--- src/rtl/fxp_requant_pkg.sv ---
package fxp_requant_pkg;

  // Rounding scheme selected per sample.
  typedef enum logic [1:0] {
    RND_FLOOR     = 2'd0,
    RND_HALF_UP   = 2'd1,
    RND_HALF_AWAY = 2'd2,
    RND_HALF_EVEN = 2'd3
  } rnd_mode_e;

endpackage

--- src/rtl/fxp_round.sv ---
// Drops DROP low bits of a signed word with the selected rounding scheme.
// The result keeps one extra high bit so that a rounding carry is preserved.
module fxp_round
  import fxp_requant_pkg::*;
#(
  parameter int IN_W = 16,
  parameter int DROP = 4,
  localparam int KW = IN_W - DROP,
  localparam int RW = KW + 1
) (
  input  logic [IN_W-1:0] din,
  input  rnd_mode_e       mode,
  output logic [RW-1:0]   dout
);

  generate
    if (DROP == 0) begin : g_bypass
      // nothing to round, only widen by one sign bit
      rnd_mode_e unused_mode;
      assign unused_mode = mode;
      assign dout = {din[IN_W-1], din};
    end else begin : g_round
      logic [KW-1:0] kept;
      logic          neg;
      logic          half_bit;
      logic          below_half;
      logic          inc;

      assign kept     = din[IN_W-1:DROP];
      assign neg      = din[IN_W-1];
      assign half_bit = din[DROP-1];

      if (DROP >= 2) begin : g_rest
        assign below_half = |din[DROP-2:0];
      end else begin : g_norest
        assign below_half = 1'b0;
      end

      always_comb begin
        unique case (mode)
          RND_FLOOR:     inc = 1'b0;
          RND_HALF_UP:   inc = half_bit;
          RND_HALF_AWAY: inc = half_bit & (below_half | ~neg);
          RND_HALF_EVEN: inc = half_bit & (below_half | kept[0]);
          default:       inc = 1'b0;
        endcase
      end

      assign dout = {kept[KW-1], kept} + RW'(inc);
    end
  endgenerate

endmodule

--- src/rtl/fxp_limit.sv ---
// Narrows a signed word to OUT_W bits by wrapping or saturating, and flags misfits.
module fxp_limit #(
  parameter int RW    = 13,
  parameter int OUT_W = 8
) (
  input  logic [RW-1:0]    din,
  input  logic             clip,
  output logic [OUT_W-1:0] dout,
  output logic             ovf
);

  generate
    if (OUT_W >= RW) begin : g_widen
      logic unused_clip;
      assign unused_clip = clip;
      assign dout = OUT_W'($signed(din));
      assign ovf  = 1'b0;
    end else begin : g_narrow
      localparam int TOPN = RW - OUT_W + 1;
      logic [TOPN-1:0]  top_bits;
      logic             fits;
      logic [OUT_W-1:0] rail;

      // Fits when the sign bit of the output and every bit above it agree.
      assign top_bits = din[RW-1:OUT_W-1];
      assign fits     = (&top_bits) | ~(|top_bits);
      assign rail     = din[RW-1] ? {1'b1, {(OUT_W-1){1'b0}}}
                                  : {1'b0, {(OUT_W-1){1'b1}}};
      assign dout     = (fits || !clip) ? din[OUT_W-1:0] : rail;
      assign ovf      = ~fits;
    end
  endgenerate

endmodule

--- src/rtl/fxp_requant.sv ---
// Two-stage signed requantizer: round at the bottom, then wrap or clip at the top.
module fxp_requant
  import fxp_requant_pkg::*;
#(
  parameter int IN_W  = 16,
  parameter int DROP  = 4,
  parameter int OUT_W = 8
) (
  input  logic             clk,
  input  logic             rst_n,
  input  logic             in_valid,
  input  logic [IN_W-1:0]  in_data,
  input  logic [1:0]       rnd_mode,
  input  logic             clip_en,
  output logic             out_valid,
  output logic [OUT_W-1:0] out_data,
  output logic             out_ovf
);

  localparam int RW = IN_W - DROP + 1;

  logic [RW-1:0]    rnd_val;
  logic             s1_valid;
  logic [RW-1:0]    s1_val;
  logic             s1_clip;
  logic [OUT_W-1:0] lim_val;
  logic             lim_ovf;

  fxp_round #(.IN_W(IN_W), .DROP(DROP)) u_round (
    .din  (in_data),
    .mode (rnd_mode_e'(rnd_mode)),
    .dout (rnd_val)
  );

  // Stage 1: rounded value with its carry bit, and this sample's clip select.
  always_ff @(posedge clk or negedge rst_n) begin
    if (!rst_n) begin
      s1_valid <= 1'b0;
      s1_val   <= '0;
      s1_clip  <= 1'b0;
    end else begin
      s1_valid <= in_valid;
      if (in_valid) begin
        s1_val  <= rnd_val;
        s1_clip <= clip_en;
      end
    end
  end

  fxp_limit #(.RW(RW), .OUT_W(OUT_W)) u_limit (
    .din  (s1_val),
    .clip (s1_clip),
    .dout (lim_val),
    .ovf  (lim_ovf)
  );

  // Stage 2: output register.
  always_ff @(posedge clk or negedge rst_n) begin
    if (!rst_n) begin
      out_valid <= 1'b0;
      out_data  <= '0;
      out_ovf   <= 1'b0;
    end else begin
      out_valid <= s1_valid;
      out_ovf   <= s1_valid & lim_ovf;
      if (s1_valid) out_data <= lim_val;
    end
  end

endmodule

--- config.mk ---
export PLATFORM = sky130hd
export DESIGN_NAME = fxp_requant
export DESIGN_NICKNAME = d
export VERILOG_FILES = /design/src/rtl/fxp_requant_pkg.sv /design/src/rtl/fxp_round.sv /design/src/rtl/fxp_limit.sv /design/src/rtl/fxp_requant.sv
export SDC_FILE = /design/constraint.sdc
export NUM_CORES = 1
export LEC_CHECK = 0
export BUFFER_PORTS_ARGS = -buffer_cell sky130_fd_sc_hd__clkbuf_2
export CORE_MARGIN = 2
export CORE_UTILIZATION = 50
export DETAILED_ROUTE_END_ITERATION = 16
export PLACE_DENSITY = 0.72
export SYNTH_ARGS = -nofsm -noshare
export SYNTH_HDL_FRONTEND = slang
export SYNTH_SLANG_ARGS = --single-unit
--- constraint.sdc ---
create_clock -name clk -period 2 [get_ports clk]
set_clock_uncertainty 0.15 [all_clocks]
set_input_delay 0.2 -clock clk [delete_from_list [all_inputs] [get_ports clk]]
set_output_delay 0.2 -clock clk [all_outputs]
set_load 0.005 [all_outputs]
==> flow_summary.yaml <==
run_status:
  outcome: "finished, final reports clean"
grt:
  grt_pass1_vias: 1176
  grtUsageTotal_pct: 19.40
  antenna_found_initial: 0
  grt_start_max_net_pins: 26
  grt_pass1_wl_microns: 5064
  gr-total-overflow: 0
clock_tree:
  cts_tree: "built"
  cts-resized-gates: 0
  clock_sinks: 25
  clk_path_buf_depth: 2
  path_clk_slew_ns: 0.13
  cts_buffers: 3
  cts-root-buf: "clkbuf_4"
  holdBufCountCts: 2
  htreeDepth: 1
  clock_latency_ns: 0.31
  cts_setup_buffers: 0
timing:
  final-setup-viol-count: 0
  setup_tns_ns: 0
  setup_ws_ns: 0.1070
  finalHoldWorstSlack_ns: 0.01320
  slew_viol_final: 0
  rsz0062_at_grt: "false"
  worst_pin_slew_ns: 0.6056
  worst_slew_margin_rel_pct: 59.63
  hold_viol: 0
  min_period_ns: 1.893
  max_freq_mhz: 528.3
  finalCritPeriodShare_pct: 94.65
layout:
  final_layout_size_suffix_gt1_share_pct: 34.09
  finalInstanceArea_sq_mm: 0.001690
  final_cell_mix: "clkbuf_2, dfrtp_1, nand2_1"
  nFillCells: 238
  multi_input_area_sq_um: 768.2
  layout_commonest_cell: "clkbuf_2"
  diodes: 0
  area_delta_synth_final_pct: 16.77
  seqCellArea_sq_um: 625.6
  final_core_util_pct: 61.30
  fin_nets: 201
  stdcell_count: 207
pwr:
  p_leak_nw: 0.7604
  peakVddDrop_mv: 0.4159
  powerDensity_mw_per_mm2: 659.5
  finalPower_mw: 1.115
route:
  routed_wl_microns: 2839
  drtIter0Drc: 15
  wl_per_cell_microns: 13.71
  ant_nets: 0
  vias: 1153
  avgViaCountPerCell: 5.570
  drcViolationCount: 0
  drt-pass1-iter-count: 4
yosys:
  syn-cell-area_sq_mm: 0.001448
  synth_area_per_cell_sq_um: 10.27
  ys_ff_latch: 25
  ys_warn_count: 0
  yosysUniqueCellTypes: 41
  synth_nets: 165
  synth_cells: 141
  yosysSeqAreaShare_pct: 43.22
worst_setup_path:
  cp_max_fo: 9
  critical_path_class: "flip-flop to flip-flop"
  crit_chain: "or4_4 > o22a_1 > and2_1"
  cp_slowest_cell: "or4_4"
  rr_startpoint: "s1_val[12]"
  crit_arrival_ns: 1.95
  cpPeakStageDelay_ns: 0.58
  start_kind: "flip-flop"
  crit_path_end_kind: "flip-flop"
  critPathLaunch: "s1_val[12]"
  cp.required_ns: 2.06
floorplanning:
  die_h_microns: 57.81
  io_pins: 32
  rows: 19
  initial_core_util_pct: 52.50
  dieArea_sq_mm: 0.003341
  core_area_sq_mm: 0.002758
  die_w_microns: 57.81
placed_design:
  dpl.cell_count: 201
  place.gp.congestion: 0.7551
  post-place-ws_ns: 0.007816
  dp_hpwl_microns: 2241
  placed_area_sq_mm: 0.001644
  io_buffers: 31
min_path:
  hold_path_class: "primary input to flip-flop"
  min_from: "in_data[11]"
flow_run:
  drv_cap: 0
[layout make-up]
cell class	instances	share of cell area, %
well taps	31	2.295
clock buffers	4	1.554
repair buffers	39	13.03
multi-input cells	105	45.45
flip-flops and latches	25	37.01
inverters	3	0.6662
[worst max-delay path: cells and delay by family, from the launching register on]
family           cells  cell delay [ns]
flip-flops           1             0.43
AND/OR/NAND/NOR      2             0.83
AO/OA/AOI/OAI        1             0.39
[where the power goes]
part           internal, mW  switching [mW]
clock network        0.0778           0.141
registers             0.572          0.0456
logic                 0.142           0.137
total                 0.792           0.323
[synth_stat cells (all sizes together)]
cell    count  area, sq um
o21ai       5        25.02
o311ai      1        8.760
buf         4        27.52
o22ai       1        6.260
nand3b      1        7.510
ha          2        25.02
a21oi       4        20.02
nor2        8        30.03
inv         3        11.26
a31oi       6        37.54
nor3        1        5.000
o211ai     10        115.1
xnor2       1        8.760
mux2        3        33.78
or2         1        6.260
or4         4        33.78
nor2b       2        12.51
nand3       7        35.03
clkbuf      4        15.01
and3        1        7.510
and2b       8        68.82
and3b       1        10.01
or3         4        25.02
nand2b      1        6.260
o221ai      2        35.04
and2        1        6.260
dfrtp      25        625.6
o31ai       2        15.01
mux2i       9        90.09
o22a        1        8.760
xor2        2        17.52
nand4       3        18.77
nand2      13        48.80
[final timing paths]
kind,endpoint,slack (ns),cells past startpoint
setup / recovery,out_ovf,0.11,3
hold / removal,s1_val[7],0.01,3
setup reg to reg,out_ovf,0.11,3
hold reg to reg,out_valid,0.29,0
max in group asynchronous,s1_clip,1.04,2
min in group asynchronous,out_data[2],0.26,2
[per-layer routing]
layer	global-route usage, %	routed length, microns	share of wire (%)	vias up
met2	30.52	1321	47	35
li1	-	-	-	592
met5	0	0	0	-
met4	10.96	56	2.0	0
met3	2.232	107	3.8	6
met1	26.05	1354	48	520
[flip-flops by register name, indices dropped and copies added, names as in the netlist]
register	flops
s1_val	13
out_data	8
out_ovf	1
out_valid	1
s1_clip	1
s1_valid	1
[kinds of logic (layout without fill, tap and decap cells)]
| kind of cell | after synthesis | count (layout) | share of synthesized area (%) |
|---|---|---|---|
| AOI/OAI and AO/OA | 32 | 32 | 18.76 |
| xor gates and xnor gates | 3 | 3 | 1.815 |
| adders and majority gates | 2 | 2 | 1.728 |
| buffers and inverters | 11 | 46 | 3.716 |
| DFF | 25 | 25 | 43.22 |
| muxes | 12 | 12 | 8.557 |
| and+or+nand+nor | 56 | 56 | 22.21 |
Note: power is estimated with default switching activity, not from simulation.
